### config.mk
export PLATFORM = sky130hd
export DESIGN_NAME = rd_burst_seq
export DESIGN_NICKNAME = d
export VERILOG_FILES = /design/src/rtl/rbs_pkg.sv /design/src/rtl/rbs_lat_pipe.sv /design/src/rtl/rbs_burst_engine.sv /design/src/rtl/rd_burst_seq.sv
export SDC_FILE = /design/constraint.sdc
export NUM_CORES = 1
export LEC_CHECK = 0
export BUFFER_PORTS_ARGS = -buffer_cell sky130_fd_sc_hd__buf_4
export CAP_MARGIN = 20
export CORE_ASPECT_RATIO = 1.75
export CORE_MARGIN = 5
export CORE_UTILIZATION = 42
export DETAILED_ROUTE_END_ITERATION = 16
export SLEW_MARGIN = 20
export SYNTH_ARGS = -nofsm -noshare
export SYNTH_HDL_FRONTEND = slang
export SYNTH_SLANG_ARGS = --single-unit
### constraint.sdc
create_clock -name clk -period 3.1 [get_ports clk]
set_input_delay 0.62 -clock clk [delete_from_list [all_inputs] [get_ports clk]]
set_output_delay 0.62 -clock clk [all_outputs]
set_load 0.01 [all_outputs]
### src/rtl/rbs_pkg.sv
package rbs_pkg;

    // Kind of clock period the sequencer is driving
    typedef enum logic [1:0] {
        PH_IDLE = 2'd0,
        PH_PRE  = 2'd1,
        PH_DATA = 2'd2,
        PH_POST = 2'd3
    } phase_e;

endpackage

### src/rtl/rbs_lat_pipe.sv
module rbs_lat_pipe #(
    parameter int BANK_W = 3,
    parameter int COL_W  = 10,
    parameter int CL_MIN = 7,
    parameter int CLS_W  = 2
) (
    input  logic              clk,
    input  logic              rst_n,
    input  logic              cmd_valid,
    input  logic [BANK_W-1:0] cmd_bank,
    input  logic [COL_W-1:0]  cmd_col,
    input  logic              cmd_bl8,
    input  logic [CLS_W-1:0]  cmd_cls,
    output logic              head_valid,
    output logic [BANK_W-1:0] head_bank,
    output logic [COL_W-1:0]  head_col,
    output logic              head_bl8,
    output logic              next_valid
);

    localparam int CL_MAX = CL_MIN + (1 << CLS_W) - 1;
    localparam int DEPTH  = CL_MAX;
    localparam int IDX_W  = $clog2(DEPTH + 1);

    typedef struct packed {
        logic              vld;
        logic              bl8;
        logic [BANK_W-1:0] bank;
        logic [COL_W-1:0]  col;
    } tok_t;

    tok_t slot_q [DEPTH];
    tok_t slot_d [DEPTH];
    tok_t upper  [DEPTH];
    logic [IDX_W-1:0] ins_idx;

    // Each slot takes the content of the slot above it; the top one empties
    for (genvar g = 0; g < DEPTH; g++) begin : g_shift
        if (g == DEPTH - 1) begin : g_top
            assign upper[g] = '0;
        end else begin : g_mid
            assign upper[g] = slot_q[g+1];
        end
    end

    // A token placed at index CL-1 reaches the head after CL-1 edges;
    // the engine register adds the last cycle of latency.
    always_comb begin
        ins_idx = IDX_W'(CL_MIN - 1) + IDX_W'(cmd_cls);
        for (int i = 0; i < DEPTH; i++) begin
            slot_d[i] = upper[i];
            if (cmd_valid && ins_idx == IDX_W'(i)) begin
                slot_d[i].vld  = 1'b1;
                slot_d[i].bl8  = cmd_bl8;
                slot_d[i].bank = cmd_bank;
                slot_d[i].col  = cmd_col & ~COL_W'(3);
            end
        end
    end

    always_ff @(posedge clk or negedge rst_n) begin
        if (!rst_n) begin
            for (int i = 0; i < DEPTH; i++) slot_q[i] <= '0;
        end else begin
            for (int i = 0; i < DEPTH; i++) slot_q[i] <= slot_d[i];
        end
    end

    assign head_valid = slot_q[0].vld;
    assign head_bank  = slot_q[0].bank;
    assign head_col   = slot_q[0].col;
    assign head_bl8   = slot_q[0].bl8;
    assign next_valid = slot_q[1].vld;

endmodule

### src/rtl/rbs_burst_engine.sv
module rbs_burst_engine
    import rbs_pkg::*;
#(
    parameter int DW     = 32,
    parameter int BANK_W = 3,
    parameter int COL_W  = 10,
    parameter int BL_SHORT = 4,
    parameter int BL_LONG  = 8
) (
    input  logic              clk,
    input  logic              rst_n,
    input  logic              head_valid,
    input  logic [BANK_W-1:0] head_bank,
    input  logic [COL_W-1:0]  head_col,
    input  logic              head_bl8,
    input  logic              next_valid,
    output logic [DW-1:0]     dq_rise,
    output logic [DW-1:0]     dq_fall,
    output logic              dqs_rise,
    output logic              dqs_fall,
    output logic              vld_rise,
    output logic              vld_fall
);

    localparam int CYC_SHORT = BL_SHORT / 2;
    localparam int CYC_LONG  = BL_LONG / 2;
    localparam int CYC_W     = $clog2(CYC_LONG + 1);

    typedef struct packed {
        logic              busy;
        logic [CYC_W-1:0]  left;
        logic [BANK_W-1:0] bank;
        logic [COL_W-1:0]  col;
        logic [DW-1:0]     dq_r;
        logic [DW-1:0]     dq_f;
        logic              s_r;
        logic              s_f;
        logic              v_r;
        logic              v_f;
    } st_t;

    st_t    st_q, st_d;
    phase_e phase;

    function automatic logic [DW-1:0] beat_word(input logic [BANK_W-1:0] b,
                                                input logic [COL_W-1:0]  c);
        logic [DW-1:0] w;
        w = '0;
        w[BANK_W+COL_W-1:0] = {b, c};
        return w;
    endfunction

    always_comb begin
        st_d  = st_q;
        phase = PH_IDLE;
        // Priority: running burst, new burst, postamble, preamble, rest
        if (st_q.busy && st_q.left > CYC_W'(1)) begin
            phase     = PH_DATA;
            st_d.left = st_q.left - CYC_W'(1);
            st_d.col  = st_q.col + COL_W'(2);
        end else if (head_valid) begin
            phase     = PH_DATA;
            st_d.busy = 1'b1;
            st_d.left = head_bl8 ? CYC_W'(CYC_LONG) : CYC_W'(CYC_SHORT);
            st_d.bank = head_bank;
            st_d.col  = head_col;
        end else if (st_q.busy) begin
            phase     = PH_POST;
            st_d.busy = 1'b0;
            st_d.left = '0;
        end else if (next_valid) begin
            phase = PH_PRE;
        end

        unique case (phase)
            PH_DATA: begin
                st_d.dq_r = beat_word(st_d.bank, st_d.col);
                st_d.dq_f = beat_word(st_d.bank, st_d.col + COL_W'(1));
                st_d.s_r  = 1'b1;
                st_d.s_f  = 1'b0;
                st_d.v_r  = 1'b1;
                st_d.v_f  = 1'b1;
            end
            PH_PRE, PH_POST: begin
                st_d.dq_r = '1;
                st_d.dq_f = '1;
                st_d.s_r  = 1'b0;
                st_d.s_f  = 1'b0;
                st_d.v_r  = 1'b0;
                st_d.v_f  = 1'b0;
            end
            default: begin
                st_d.dq_r = '1;
                st_d.dq_f = '1;
                st_d.s_r  = 1'b1;
                st_d.s_f  = 1'b1;
                st_d.v_r  = 1'b0;
                st_d.v_f  = 1'b0;
            end
        endcase
    end

    always_ff @(posedge clk or negedge rst_n) begin
        if (!rst_n) begin
            st_q      <= '0;
            st_q.dq_r <= '1;
            st_q.dq_f <= '1;
            st_q.s_r  <= 1'b1;
            st_q.s_f  <= 1'b1;
        end else begin
            st_q <= st_d;
        end
    end

    assign dq_rise  = st_q.dq_r;
    assign dq_fall  = st_q.dq_f;
    assign dqs_rise = st_q.s_r;
    assign dqs_fall = st_q.s_f;
    assign vld_rise = st_q.v_r;
    assign vld_fall = st_q.v_f;


    head_col_aligned_chk: assert property (@(posedge clk) disable iff (!rst_n)
        head_valid |-> (head_col[1:0] == 2'b00));

endmodule

### src/rtl/rd_burst_seq.sv
module rd_burst_seq #(
    parameter int DW     = 32,
    parameter int BANK_W = 3,
    parameter int COL_W  = 10,
    parameter int CL_MIN = 7,
    parameter int CLS_W  = 2
) (
    input  logic              clk,
    input  logic              rst_n,
    input  logic              rd_valid,
    input  logic [BANK_W-1:0] rd_bank,
    input  logic [COL_W-1:0]  rd_col,
    input  logic              rd_bl8,
    input  logic [CLS_W-1:0]  cas_sel,
    output logic [DW-1:0]     dq_rise,
    output logic [DW-1:0]     dq_fall,
    output logic              dqs_rise,
    output logic              dqs_fall,
    output logic              vld_rise,
    output logic              vld_fall
);

    logic              head_valid;
    logic [BANK_W-1:0] head_bank;
    logic [COL_W-1:0]  head_col;
    logic              head_bl8;
    logic              next_valid;

    rbs_lat_pipe #(
        .BANK_W (BANK_W),
        .COL_W  (COL_W),
        .CL_MIN (CL_MIN),
        .CLS_W  (CLS_W)
    ) lat_i (
        .clk        (clk),
        .rst_n      (rst_n),
        .cmd_valid  (rd_valid),
        .cmd_bank   (rd_bank),
        .cmd_col    (rd_col),
        .cmd_bl8    (rd_bl8),
        .cmd_cls    (cas_sel),
        .head_valid (head_valid),
        .head_bank  (head_bank),
        .head_col   (head_col),
        .head_bl8   (head_bl8),
        .next_valid (next_valid)
    );

    rbs_burst_engine #(
        .DW       (DW),
        .BANK_W   (BANK_W),
        .COL_W    (COL_W),
        .BL_SHORT (4),
        .BL_LONG  (8)
    ) eng_i (
        .clk        (clk),
        .rst_n      (rst_n),
        .head_valid (head_valid),
        .head_bank  (head_bank),
        .head_col   (head_col),
        .head_bl8   (head_bl8),
        .next_valid (next_valid),
        .dq_rise    (dq_rise),
        .dq_fall    (dq_fall),
        .dqs_rise   (dqs_rise),
        .dqs_fall   (dqs_fall),
        .vld_rise   (vld_rise),
        .vld_fall   (vld_fall)
    );


    data_edge_align_chk: assert property (@(posedge clk) disable iff (!rst_n)
        vld_rise |-> (vld_fall && dqs_rise && !dqs_fall));


    preamble_low_chk: assert property (@(posedge clk) disable iff (!rst_n)
        (vld_rise && !$past(vld_rise)) |-> (!$past(dqs_rise) && !$past(dqs_fall)));


    postamble_low_chk: assert property (@(posedge clk) disable iff (!rst_n)
        (!vld_rise && $past(vld_rise)) |-> (!dqs_rise && !dqs_fall));


    idle_data_high_chk: assert property (@(posedge clk) disable iff (!rst_n)
        !vld_rise |-> (!vld_fall && dq_rise == '1 && dq_fall == '1));

endmodule

==> impl_metrics.ini <==
[placement]
dp_slack_ps = 354.8
gp_congestion = 0.8576
dp.cells = 641
port_buffers = 84
hpwl_um = 6534

[pwr]
power_leakage_uw = 0.003596
swShare = 0.3122
ir_drop_mv = 0.3597
power_switching_uw = 2257
pwr-share-comb = 0.292
intPower_uw = 4972
p_per_area_nw_per_um2 = 987.5
seqPwrFrac = 0.422
finalPower_uw = 7229
p_clk_frac = 0.286

[setup_path]
critPathLaunchType = flip-flop
crit_path_top_delay_cell = a221oi_4
crit_cells = 11
r2r_cells = 11
cp_cell_sequence = inv_1 -> ha_1 -> o21ba_4 -> o21a_1 -> nor2_8 -> inv_4 -> o21ai_1 -> a221oi_4 -> nor3_2 -> nor3b_2 -> mux2_4
path_class = reg2reg
arrival_ps = 3080
path_delay_family = compound AO/OA/AOI/OAI gates
cpPeakStageDelay_ps = 410
end_kind = flip-flop
worst-path-max-fanout = 26
critPathRequiredTime_ps = 3430
crit_buf_inv = 2

[sta]
rsz0062_at_grt = no
skew_ps = 9.411
hold_violations = 0
setup_slack_ps = 353.7
fin_hold_ws_ps = 175.6
min_period_ps = 2746
maxSlewViolCount = 0
fin_crit_sh = 0.8859
clock.fmax_mhz = 364.1
relSlewSlack = 0.4733
setup-violations-final = 0
worst_slew_pin_slew_ps = 787.7
setup_tns_ps = 0

[synth]
synth_area_leaders = dfrtp_1 58%, dfstp_2 11%, buf_4 7.6%, mux2_2 6.3%, nand2_1 1.9%
synth_mux_area_frac = 0.06699
yosys_warnings = 0
yosys.area_share.simple = 0.07537
synth-edff-count = 0
synth_top_family_by_area = buffers and inverters
synth_fa_ha_area_frac = 0.007790
yosysTopAreaCell = dfrtp_1
ys_ff_latch = 174
synth_top_area_frac = 0.5764
syn-instance-count = 466
syn_area_um2 = 6425
synth_nets = 489
synth-main-ff-cell = dfrtp_1
synth_xor_area_frac = 0.009542
seq_area_frac_synth = 0.6828
synth-compound-area-share = 0.05024
yosysUniqueCellTypes = 55
syn_avg_cell_area_um2 = 13.79
async_flop_share = 1.000

[route]
post_drt_wl_per_cell_um = 14.20
drt_pre_antenna_iters = 4
vias_per_cell = 4.835
postRouteAntennaNets = 0
wl_um = 9555
drc_errors = 0
vias = 3254
drt_iter0_drc = 107

[floorplanning]
core_um2 = 14990
start_util = 0.4287
io_pins = 87
dieArea_um2 = 17970
num_rows = 59
die_h_um = 173.6
dieWidth_um = 103.5

[cells_and_area]
stdcell_count = 673
n_antenna_cell = 0
drive_above_1_share = 0.4204
syn2layout_area_growth_pct = 13.94
layout.nets = 500

[clock_tree]
post_cts_resized = 0
cts_root_buf = clkbuf_16
clk_path_buf_depth = 2
path_clk_slew_ps = 70
tritoncts = yes
ctsHoldBuffers = 0
postCtsSetupBuffers = 0
cts.sinks = 174
htree_levels = 4
numCtsBuffers = 17
clk_latency_ps = 410

[global_route]
track_usage = 0.1150
grt_overflow = 0
grt_first_pass_wirelength_um = 16120
antenna_found_initial = 0
grt_pass1_vias = 3344
grt_max_degree = 68

[hold_path]
hp-class = in2async

[status]
status = finished clean

[flow_run]
drv_cap = 0
routing by layer:
layer  global-route usage  vias to the layer above  part of all wire
li1                     -                     1469                 -
met1               0.1293                     1670              0.37
met2               0.1981                       99              0.54
met3              0.03061                       16             0.065
met4              0.05186                        0             0.025
met5                    0                        -                 0
area by class of cell:
| cell class | instances | area [um^2] |
|---|---|---|
| tap | 183 | 229.0 |
| inverter | 13 | 51.30 |
| sequential | 174 | 4387 |
| clock buffer | 20 | 466.7 |
| fill | 1277 | 7665 |
| clock inverter | 12 | 123.9 |
| multi-input combinational | 177 | 1354 |
| timing repair buffer | 94 | 709.4 |
logic make-up (layout without fill, tap and decap cells):
group                    count (synthesis)  after routing
XOR/XNOR                                 7              7
AND/OR/NAND/NOR                         89             89
flip-flops                             174            174
AO/OA/AOI/OAI                           39             39
multiplexers                            38             38
buffers and inverters                  115            139
adder cells (fa/ha/maj)                  4              4
final timing paths:
kind | startpoint | end | slack (ps)
hold reg to reg | lat_i.slot_q[127] | lat_i.head_col[7] | 340
setup / recovery | eng_i.st_q[82] | eng_i.dq_fall[9] | 350
min in group clk | lat_i.slot_q[127] | lat_i.head_col[7] | 340
hold / removal | rst_n | lat_i.slot_q[25] | 180
setup reg to reg | eng_i.st_q[82] | eng_i.dq_fall[9] | 350
max in group asynchronous | rst_n | eng_i.dq_fall[5] | 2050
Yosys cell counts (2+ instances only):
cell / instances
a21oi_1: 8
o211ai_1: 3
o221ai_1: 2
dfstp_2: 26
inv_2: 2
and2_1: 16
or2_2: 2
o2111ai_1: 3
a21boi_1: 2
mux2_2: 36
nor4_1: 3
nor2_1: 8
buf_1: 2
nand4_1: 3
xnor2_1: 3
clkbuf_1: 31
nand2b_1: 4
nand3b_1: 2
inv_1: 10
and3_1: 2
buf_2: 3
dfrtp_1: 148
nand3_1: 6
o21ai_1: 5
nand2_1: 33
nor3_1: 2
o21ai_0: 3
buf_4: 65
xor2_1: 4
ha_1: 4
layout by cell type, fill, tap and decap left out, drive strengths merged, types with 6 or more instances in the layout:
cell    Yosys  final
dfrtp     148    148
buf        71     94
dfstp      26     26
mux2       37     37
nor2        9      9
o21ai       8      8
clkbuf     31     20
a21oi       8      8
inv        13     20
and2       16     16
nand2      33     33
nand3       6      6
registers in the layout, summed over array words and instances (netlist names):
name              cells
eng_i.dqs_fall        1
eng_i.st_q           17
eng_i.dqs_rise        1
eng_i.dq_rise        14
lat_i.next_valid      1
lat_i.slot_q        116
lat_i.head_bank       3
lat_i.head_col        8
eng_i.dq_fall        10
lat_i.head_bl8        1
eng_i.vld_fall        1
lat_i.head_valid      1
per-stage QoR:
stage	area, um^2	util
2_1_floorplan	6425	-
3_3_place_gp	6730	0.4491
3_5_place_dp	6730	0.4491
4_1_cts	7321	0.4885
5_1_grt	7321	0.4885
6_report	7321	0.4885
power by group through the flow:
stage	registers [uW]	clock network [uW]	logic (uW)
2_1_floorplan	3010	0	1770
3_3_place_gp	3070	0	2120
3_5_place_dp	3100	0	2140
4_1_cts	3060	2150	2150
5_1_grt	3110	2230	2340
6_report	3050	2070	2110
(Power assumes the default switching activity.)
